File: config.mk
export PLATFORM = sky130hd
export DESIGN_NAME = las_ranker
export DESIGN_NICKNAME = d
export VERILOG_FILES = /design/src/rtl/las_ranker.sv
export SDC_FILE = /design/constraint.sdc
export NUM_CORES = 2
export LEC_CHECK = 0
export BUFFER_PORTS_ARGS = -buffer_cell sky130_fd_sc_hd__buf_2
export CAP_MARGIN = 20
export CORE_MARGIN = 5
export CORE_UTILIZATION = 65
export DETAILED_ROUTE_END_ITERATION = 8
export PLACE_DENSITY_LB_ADDON = 0.05
export SETUP_SLACK_MARGIN = 0.05
export SYNTH_ARGS = -nofsm -noshare
export SYNTH_HDL_FRONTEND = slang
export SYNTH_SLANG_ARGS = --single-unit
export TNS_END_PERCENT = 20
File: constraint.sdc
create_clock -name clk -period 47.3 [get_ports clk]
set_input_delay 4.73 -clock clk [delete_from_list [all_inputs] [get_ports clk]]
set_output_delay 4.73 -clock clk [all_outputs]
set_load 0.05 [all_outputs]
File: src/rtl/las_ranker.sv
module las_ranker #(
  parameter int NTHR       = 4,
  parameter int NBANK      = 4,
  parameter int DEPTH      = 8,
  parameter int ROWW       = 10,
  parameter int TSW        = 16,
  parameter int CNTW       = 24,
  parameter int ALPHA      = 12,
  parameter int STARVE_AGE = 1000,
  localparam int TIDW = $clog2(NTHR),
  localparam int BKW  = $clog2(NBANK)
)(
  input  logic                  clk,
  input  logic                  rst_n,
  input  logic [31:0]           quantum_len,
  input  logic [NTHR-1:0]       svc_pulse,
  input  logic                  enq_valid,
  input  logic [TIDW-1:0]       enq_thread,
  input  logic [BKW-1:0]        enq_bank,
  input  logic [ROWW-1:0]       enq_row,
  input  logic [TSW-1:0]        enq_time,
  input  logic [TSW-1:0]        cur_time,
  input  logic [NBANK-1:0]      open_valid,
  input  logic [NBANK*ROWW-1:0] open_row,
  input  logic                  sel_take,
  output logic                  sel_valid,
  output logic [TIDW-1:0]       sel_thread,
  output logic [BKW-1:0]        sel_bank,
  output logic [ROWW-1:0]       sel_row,
  output logic [NTHR*TIDW-1:0]  rank_o
);
  localparam int SLW = $clog2(DEPTH);
  localparam int FW  = CNTW + 5;
  localparam int KW  = 2 + TIDW + TSW;

  logic [31:0]     qcnt;
  logic            qend;
  logic [CNTW-1:0] att    [NTHR];
  logic [CNTW-1:0] att_in [NTHR];
  logic [CNTW-1:0] tot    [NTHR];
  logic [CNTW-1:0] tot_nx [NTHR];
  logic [FW-1:0]   mix    [NTHR];
  logic [TIDW-1:0] rank   [NTHR];
  logic [TIDW-1:0] rank_nx[NTHR];

  assign qend = (qcnt >= quantum_len - 32'd1);

  always_comb begin
    for (int t = 0; t < NTHR; t++) begin
      att_in[t] = (svc_pulse[t] && att[t] != '1) ? att[t] + CNTW'(1) : att[t];
      mix[t]    = FW'(tot[t]) * FW'(ALPHA) + FW'(att_in[t]) * FW'(16 - ALPHA);
      tot_nx[t] = mix[t][CNTW+3:4];
    end
  end

  always_comb begin
    for (int i = 0; i < NTHR; i++) begin
      rank_nx[i] = '0;
      for (int j = 0; j < NTHR; j++)
        if (j != i && (tot_nx[j] < tot_nx[i] || (tot_nx[j] == tot_nx[i] && j < i)))
          rank_nx[i] = rank_nx[i] + TIDW'(1);
    end
  end

  always_ff @(posedge clk or negedge rst_n) begin
    if (!rst_n) begin
      qcnt <= '0;
      for (int t = 0; t < NTHR; t++) begin
        att[t]  <= '0;
        tot[t]  <= '0;
        rank[t] <= TIDW'(t);
      end
    end else if (qend) begin
      qcnt <= '0;
      for (int t = 0; t < NTHR; t++) begin
        att[t]  <= '0;
        tot[t]  <= tot_nx[t];
        rank[t] <= rank_nx[t];
      end
    end else begin
      qcnt <= qcnt + 32'd1;
      for (int t = 0; t < NTHR; t++) att[t] <= att_in[t];
    end
  end

  for (genvar g = 0; g < NTHR; g++) begin : g_rank
    assign rank_o[g*TIDW +: TIDW] = rank[g];
  end

  logic [ROWW-1:0] orow [NBANK];
  for (genvar g = 0; g < NBANK; g++) begin : g_orow
    assign orow[g] = open_row[g*ROWW +: ROWW];
  end

  logic [DEPTH-1:0] vld;
  logic [TIDW-1:0]  b_thr  [DEPTH];
  logic [BKW-1:0]   b_bank [DEPTH];
  logic [ROWW-1:0]  b_row  [DEPTH];
  logic [TSW-1:0]   b_time [DEPTH];
  logic [TSW-1:0]   age    [DEPTH];
  logic [DEPTH-1:0] starv;
  logic [KW-1:0]    key    [DEPTH];
  logic [KW-1:0]    best;
  logic [SLW-1:0]   fslot, sel_slot;
  logic             ffound;

  always_comb begin
    ffound = 1'b0;
    fslot  = '0;
    for (int s = DEPTH-1; s >= 0; s--)
      if (!vld[s]) begin
        ffound = 1'b1;
        fslot  = SLW'(s);
      end
  end

  always_comb begin
    for (int s = 0; s < DEPTH; s++) begin
      age[s]   = cur_time - b_time[s];
      starv[s] = age[s] >= TSW'(STARVE_AGE);
      key[s]   = {starv[s], ~rank[b_thr[s]],
                  open_valid[b_bank[s]] && orow[b_bank[s]] == b_row[s], age[s]};
    end
  end

  always_comb begin
    sel_valid = 1'b0;
    sel_slot  = '0;
    best      = '0;
    for (int s = 0; s < DEPTH; s++)
      if (vld[s] && (!sel_valid || key[s] > best)) begin
        sel_valid = 1'b1;
        sel_slot  = SLW'(s);
        best      = key[s];
      end
  end

  assign sel_thread = b_thr[sel_slot];
  assign sel_bank   = b_bank[sel_slot];
  assign sel_row    = b_row[sel_slot];

  always_ff @(posedge clk or negedge rst_n) begin
    if (!rst_n) vld <= '0;
    else begin
      if (sel_take && sel_valid) vld[sel_slot] <= 1'b0;
      if (enq_valid && ffound)   vld[fslot]    <= 1'b1;
    end
  end

  always_ff @(posedge clk) begin
    if (enq_valid && ffound) begin
      b_thr[fslot]  <= enq_thread;
      b_bank[fslot] <= enq_bank;
      b_row[fslot]  <= enq_row;
      b_time[fslot] <= enq_time;
    end
  end

  logic [NTHR-1:0] rmatch [NTHR];
  always_comb begin
    for (int r = 0; r < NTHR; r++)
      for (int t = 0; t < NTHR; t++)
        rmatch[r][t] = (rank[t] == TIDW'(r));
  end


  rank_hold_chk: assert property (@(posedge clk) disable iff (!rst_n)
    !qend |=> $stable(rank_o));

  for (genvar r = 0; r < NTHR; r++) begin : g_perm

    rank_perm_chk: assert property (@(posedge clk) disable iff (!rst_n)
      $countones(rmatch[r]) == 1);
  end


  offer_when_busy_chk: assert property (@(posedge clk) disable iff (!rst_n)
    (|vld) |-> sel_valid);


  starve_first_chk: assert property (@(posedge clk) disable iff (!rst_n)
    (|(starv & vld)) |-> starv[sel_slot]);


  take_remove_chk: assert property (@(posedge clk) disable iff (!rst_n)
    (sel_take && sel_valid && !enq_valid) |=> $countones(vld) == $countones($past(vld)) - 1);
endmodule

# Word level (Yosys, flattened, before mapping)
# Memories as Yosys holds them, arrays and structs flattened.
# Index checks and enable logic that the tools add are counted.
# totals
reg_bits,240
ramBits,240
input_bits,130
out_inout_bits,23
n_memories,4
# classes
add_sub_neg,26
n_mul,4
order_cmp,56
eq_ne,18
mux,128
bitwise,27
n_reduce_logical,43
# mem_list
name,depth,width,read_ports,rd_ports_with_merged_regs,write_ports,line_no,rtl
b_time,8,16,8,0,1,99,logic [TSW-1:0] b_time [DEPTH];
b_row,8,10,9,0,1,98,logic [ROWW-1:0] b_row [DEPTH];
b_bank,8,2,9,0,1,97,logic [BKW-1:0] b_bank [DEPTH];
b_thr,8,2,9,0,1,96,logic [TIDW-1:0] b_thr [DEPTH];
# op_table
op,n
$lt 24x24->1,12
$bmux 10 s2,8
$mux 10,16
$eq 24x24->1,6
$gt 20x20->1,7
$mux 20,7
$ge 16x10->1 const B,8
$sub 16x16->16,8
$add 28x26->28,4
$mul 24x2->26 const B,4
$add 24x1->24 const B,4
$mux 24,4
$mux 96,1
$ne 24x24->1 const B,4
$eq 10x10->1,8
$ge 3x3->1 const B,16
$mux 2,24
$not 2->3,16
$mux 3,14
$mux 1,33
$add 32x1->32 const B,1
$bmux 2 s2,8
$ge 32x32->1,1
$mux 32,1
16 further kinds,87

# Depth between registers and ports, before layout
# An unclocked memory read counts as a cell.
# logic_depth
ltp_word,45
mapped_depth,96
depth_no_buf,84

# Worst setup path after synthesis
# Ideal clock, no wire load.
# synth_path
path_kind,input-to-output
start,input cur_time[0]
end,output sel_thread[1]
arrival_time_ns,23.683
required_ns,42.570
path_slack_ns,18.887
path_stages,88
path_buffers,16
path_cell_list,inv_1 -> ha_1 -> inv_1 -> fa_1 -> a21o_1 -> a221oi_1 -> a21oi_1 -> a221oi_1 -> xor2_1 -> nand4b_1 -> or4_1 -> ha_1 -> nand2_1 -> nor4_1 -> nand2_1 -> o31ai_1 -> buf_2 -> buf_2 -> (+52 left out) -> nor2_4 -> clkbuf_1 -> clkbuf_1 -> a221oi_1 -> ha_1 -> a211oi_1 -> nor2_1 -> o221a_2 -> o31ai_1 -> nand4b_1 -> a2bb2oi_1 -> nor2b_4 -> buf_4 -> nor4b_1 -> buf_2 -> buf_2 -> a21oi_1 -> o21ai_1
# synth_between
elab_chain_cells,32
# synth_lines
item,line_no,rtl
from (decl),22,"input logic [TSW-1:0] cur_time,"
$sub 16x16->16,119,age[s] = cur_time - b_time[s];
$ge 16x10->1,120,starv[s] = age[s] >= TSW'(STARVE_AGE);
$mux 20,131,if (vld[s] && (!sel_valid || key[s] > best)) begin
$gt 20x20->1,131,
$logic_or 1x1->1,131,
$logic_and 1x1->1,131,
$mux 20 or $mux 1 (tied branches),131,
$gt 20x20->1 or $logic_not 1->1 (tied branches),131,
(+16 left out),--,
$logic_or 1x1->1,131,
$logic_and 1x1->1,131,
$mux 20 or $mux 1 (tied branches),131,
$gt 20x20->1 or $logic_not 1->1 (tied branches),131,
$logic_or 1x1->1,131,
$logic_and 1x1->1,131,
$mux 3 (*),131,
$mem_v2 8x2 (*),--,
to (decl),27,"output logic [TIDW-1:0] sel_thread,"
# Mark *: on every way between the ends. The rest lies on a longest branch, timed or not.

# Worst setup path after layout
# Ends and elaborated chain as after synthesis.

==> impl_metrics.env <==
export IMPL_status="complete, no violations"
export IMPL_grt_start_max_net_pins=178
export IMPL_skew_ns=0.0429
export IMPL_grtUsageTotal_pct=32.5
export IMPL_start_kind="input port"
export IMPL_hold_buffers=0
export IMPL_peakVddDrop_mv=0.193
export IMPL_worstHoldPathType="flip-flop to flip-flop"
export IMPL_min_path_cells=1
export IMPL_drt_iter0_markers=3377
export IMPL_tns_ns=0
export IMPL_synth_top_area_share_pct=17.5
export IMPL_synth_nets=5603
export IMPL_synth_flop_cell="edfxtp_1"
export IMPL_drt_total_wl_mm=130
export IMPL_grt_pass1_wl_mm=201
export IMPL_path_class="input port to primary output"
export IMPL_timing_reg2reg_setup_slack_ns=25.95
export IMPL_final_hold_viol_count=0
export IMPL_synthTopCellsByArea="ha_1 (17%), edfxtp_1 (16%), dfrtp_1 (13%)"
export IMPL_cts_sinks=480
export IMPL_avgSynthCellArea_um2=9.57
export IMPL_synthAdderAreaFrac_pct=18.0
export IMPL_r2r_cells=74
export IMPL_clk_pin_slew_ns=0.06
export IMPL_dieHeight_um=276
export IMPL_clock_latency_ns=0.65
export IMPL_dpl_hpwl_mm=100
export IMPL_cts_root_buffer="clkbuf_16"
export IMPL_min_from="tot[60]"
export IMPL_cp_common_cell="a21oi_1"
export IMPL_grt_pass1_vias=36200
export IMPL_rsz0062_at_grt="false"
export IMPL_worstPathArrival_ns=26.01
export IMPL_end_kind="primary output"
export IMPL_ys_async_sr_fraction_pct=50.0
export IMPL_busiest_layer="met2"
export IMPL_antenna_found_initial=3
export IMPL_slew_headroom_pct=22.2
export IMPL_regToRegStartpoint="b_bank[0][0]"
export IMPL_viasPerCell=6.41
export IMPL_rows=97
export IMPL_dieArea_mm2=0.0764
export IMPL_synth_distinct_cells=109
export IMPL_grt_util_met3_pct=4.96
export IMPL_layout_drive_gt1_share_pct=11.2
export IMPL_ioPinCount=153
export IMPL_crit_family="compound AO/OA/AOI/OAI gates"
export IMPL_synth_edff_count=240
export IMPL_post_route_period_util_pct=65.0
export IMPL_antenna_cells=0
export IMPL_met2_usage_pct=53.7
export IMPL_htree_levels=2
export IMPL_layout_min_cycle_time_ns=30.74
export IMPL_cts_buffer_depth=3
export IMPL_syn_to_final_growth_pct=8.39
export IMPL_grt_overflow=0
export IMPL_synth_xor_area_share_pct=9.29
export IMPL_vias=38200
export IMPL_r2r_end="vld[4]"
export IMPL_dr_pass1_iters=6
export IMPL_synth_top_area_cell="ha_1"
export IMPL_grtUsageMet1_pct=43.5
export IMPL_cts_tree="done"
export IMPL_postSynthCellCount=4818
export IMPL_ys_seq_area_share_pct=28.7
export IMPL_initial_core_util_pct=65.7
export IMPL_tightestPinTransition_ns=1.16
export IMPL_muxShareOfSynthArea_pct=8.87
export IMPL_synth_top_family_by_area="adder cells"
export IMPL_crit_buf_inv=10
export IMPL_placed_cell_area_mm2=0.0480
export IMPL_routedWlPerCell_um=21.8
export IMPL_synth_area_mm2=0.0461
export IMPL_place_congestion=0.985
export IMPL_antenna_left=0
export IMPL_crit_fanout=40
export IMPL_p_leak_nw=23.0
export IMPL_fillers=5483
export IMPL_ys_ff_latch=480
export IMPL_drv_cap=0
export IMPL_whs_ns=0.546
export IMPL_ctsResizeCount=0
export IMPL_yosys_area_share_simple_pct=15.0
export IMPL_drc=0
export IMPL_portBuffers=152
export IMPL_cts_setup_buffers=0
export IMPL_die_x_um=276
export IMPL_core_area_mm2=0.0701
export IMPL_maxSlewViolCount=0
export IMPL_yosys_warnings=0
export IMPL_cp_slowest_cell="o31ai_4"
export IMPL_finalInstanceArea_mm2=0.0500
export IMPL_min_delay_worst_endpoint="tot[60]"
export IMPL_synth_compound_area_share_pct=16.2
export IMPL_p_per_area_mw_per_mm2=65.9
export IMPL_cp_required_ns=42.57
export IMPL_max_freq_mhz=32.5
export IMPL_slowest_delay_ns=0.98
export IMPL_cts_buffers=54
export IMPL_setup_violations=0
export IMPL_nets=5757
## cells by family after synthesis
logic type      count (synthesis)
compound gates               1107
xor+xnor                      488
fa+ha+maj                     655
buf+inv                       468
flops                         480
mux                           268
simple gates                 1352
## stage by stage
| step | setup slack (ns) | power, mW | util, % | std cells |
|---|---|---|---|---|
| floorplan | 18.89 | 2.23 | - | 4818 |
| global placement | 17.20 | 2.77 | 68.4 | 5852 |
| detailed placement | 16.99 | 2.78 | 68.4 | 5852 |
| CTS | 16.92 | 3.24 | 71.1 | 5954 |
| global route | 15.11 | 3.51 | 71.2 | 5958 |
| finish | 16.56 | 3.29 | 71.2 | 5958 |
## cell type report
cell class	count	area, um2	share of cell area [%]
Clock buffer	68	1470	2.95
Clock inverter	34	414	0.829
Inverter	376	1410	2.82
Multi-Input combinational cell	3870	31200	62.3
Sequential cell	480	13200	26.5
Tap cell	940	1180	2.35
Timing Repair Buffer	190	1120	2.24
## Yosys cell counts (all sizes together), types with 55 or more instances
cell type  number
mux4          102
edfxtp        240
dfrtp         236
nand2         199
a21oi         310
nand2b         55
xor2          156
nand4         103
a21o          152
xnor2         332
mux2i          62
nor2          359
inv           376
mux2          104
o21ai         175
o21a           81
nor2b         154
ha            643
nor3          121
nand3         135
## cells in the final DEF (no fill, tap or decap), drive strengths merged, types with 14 or more instances in the layout
cell	n
a31oi	34
nor2b	154
xnor2	332
or3	35
ha	643
nand3	135
a211oi	49
a311oi	15
nand4	103
nand2b	55
a21o	152
nand2	199
and3	51
clkinv	15
mux2i	62
o21bai	43
nor2	359
o31ai	20
a221o	14
dfrtp	236
o211ai	35
clkbuf	68
and4	19
nor4	29
o21ai	175
mux4	102
nor3	121
and2	30
a221oi	28
buf	190
xor2	156
a21oi	310
mux2	104
or2	22
o21a	81
edfxtp	240
inv	383
## per-layer routing
layer / up-vias / share of wire, %
met4: 2 / 4.7
met3: 331 / 7.2
li1: 18200 / -
met2: 1506 / 46
met5: - / 0.010
met1: 18200 / 42
## worst max-delay path by stage
stage | startpoint | end | slack, ns | cells past startpoint
after floorplan | cur_time[0] | sel_thread[1] | 18.89 | 88
after global placement | cur_time[0] | sel_row[0] | 17.20 | 81
after detailed placement | cur_time[0] | sel_row[0] | 16.99 | 81
after CTS | cur_time[0] | sel_row[0] | 16.92 | 81
after global routing | cur_time[0] | sel_thread[1] | 15.11 | 82
final | cur_time[0] | sel_thread[1] | 16.56 | 82
## power breakdown
| part | switching, mW | leakage [nW] | internal, mW |
|---|---|---|---|
| Sequential | 0.0423 | 5.31 | 0.487 |
| Combinational | 1.45 | 16.8 | 0.862 |
| Clock | 0.191 | 0.915 | 0.257 |
## sequential cells by signal, indices dropped and copies added, names as in the netlist
signal / flops
vld: 8
b_bank: 16
att: 96
qcnt: 32
b_row: 80
b_time: 128
rank_o: 8
tot: 96
b_thr: 16
(Power assumes the default switching activity.)
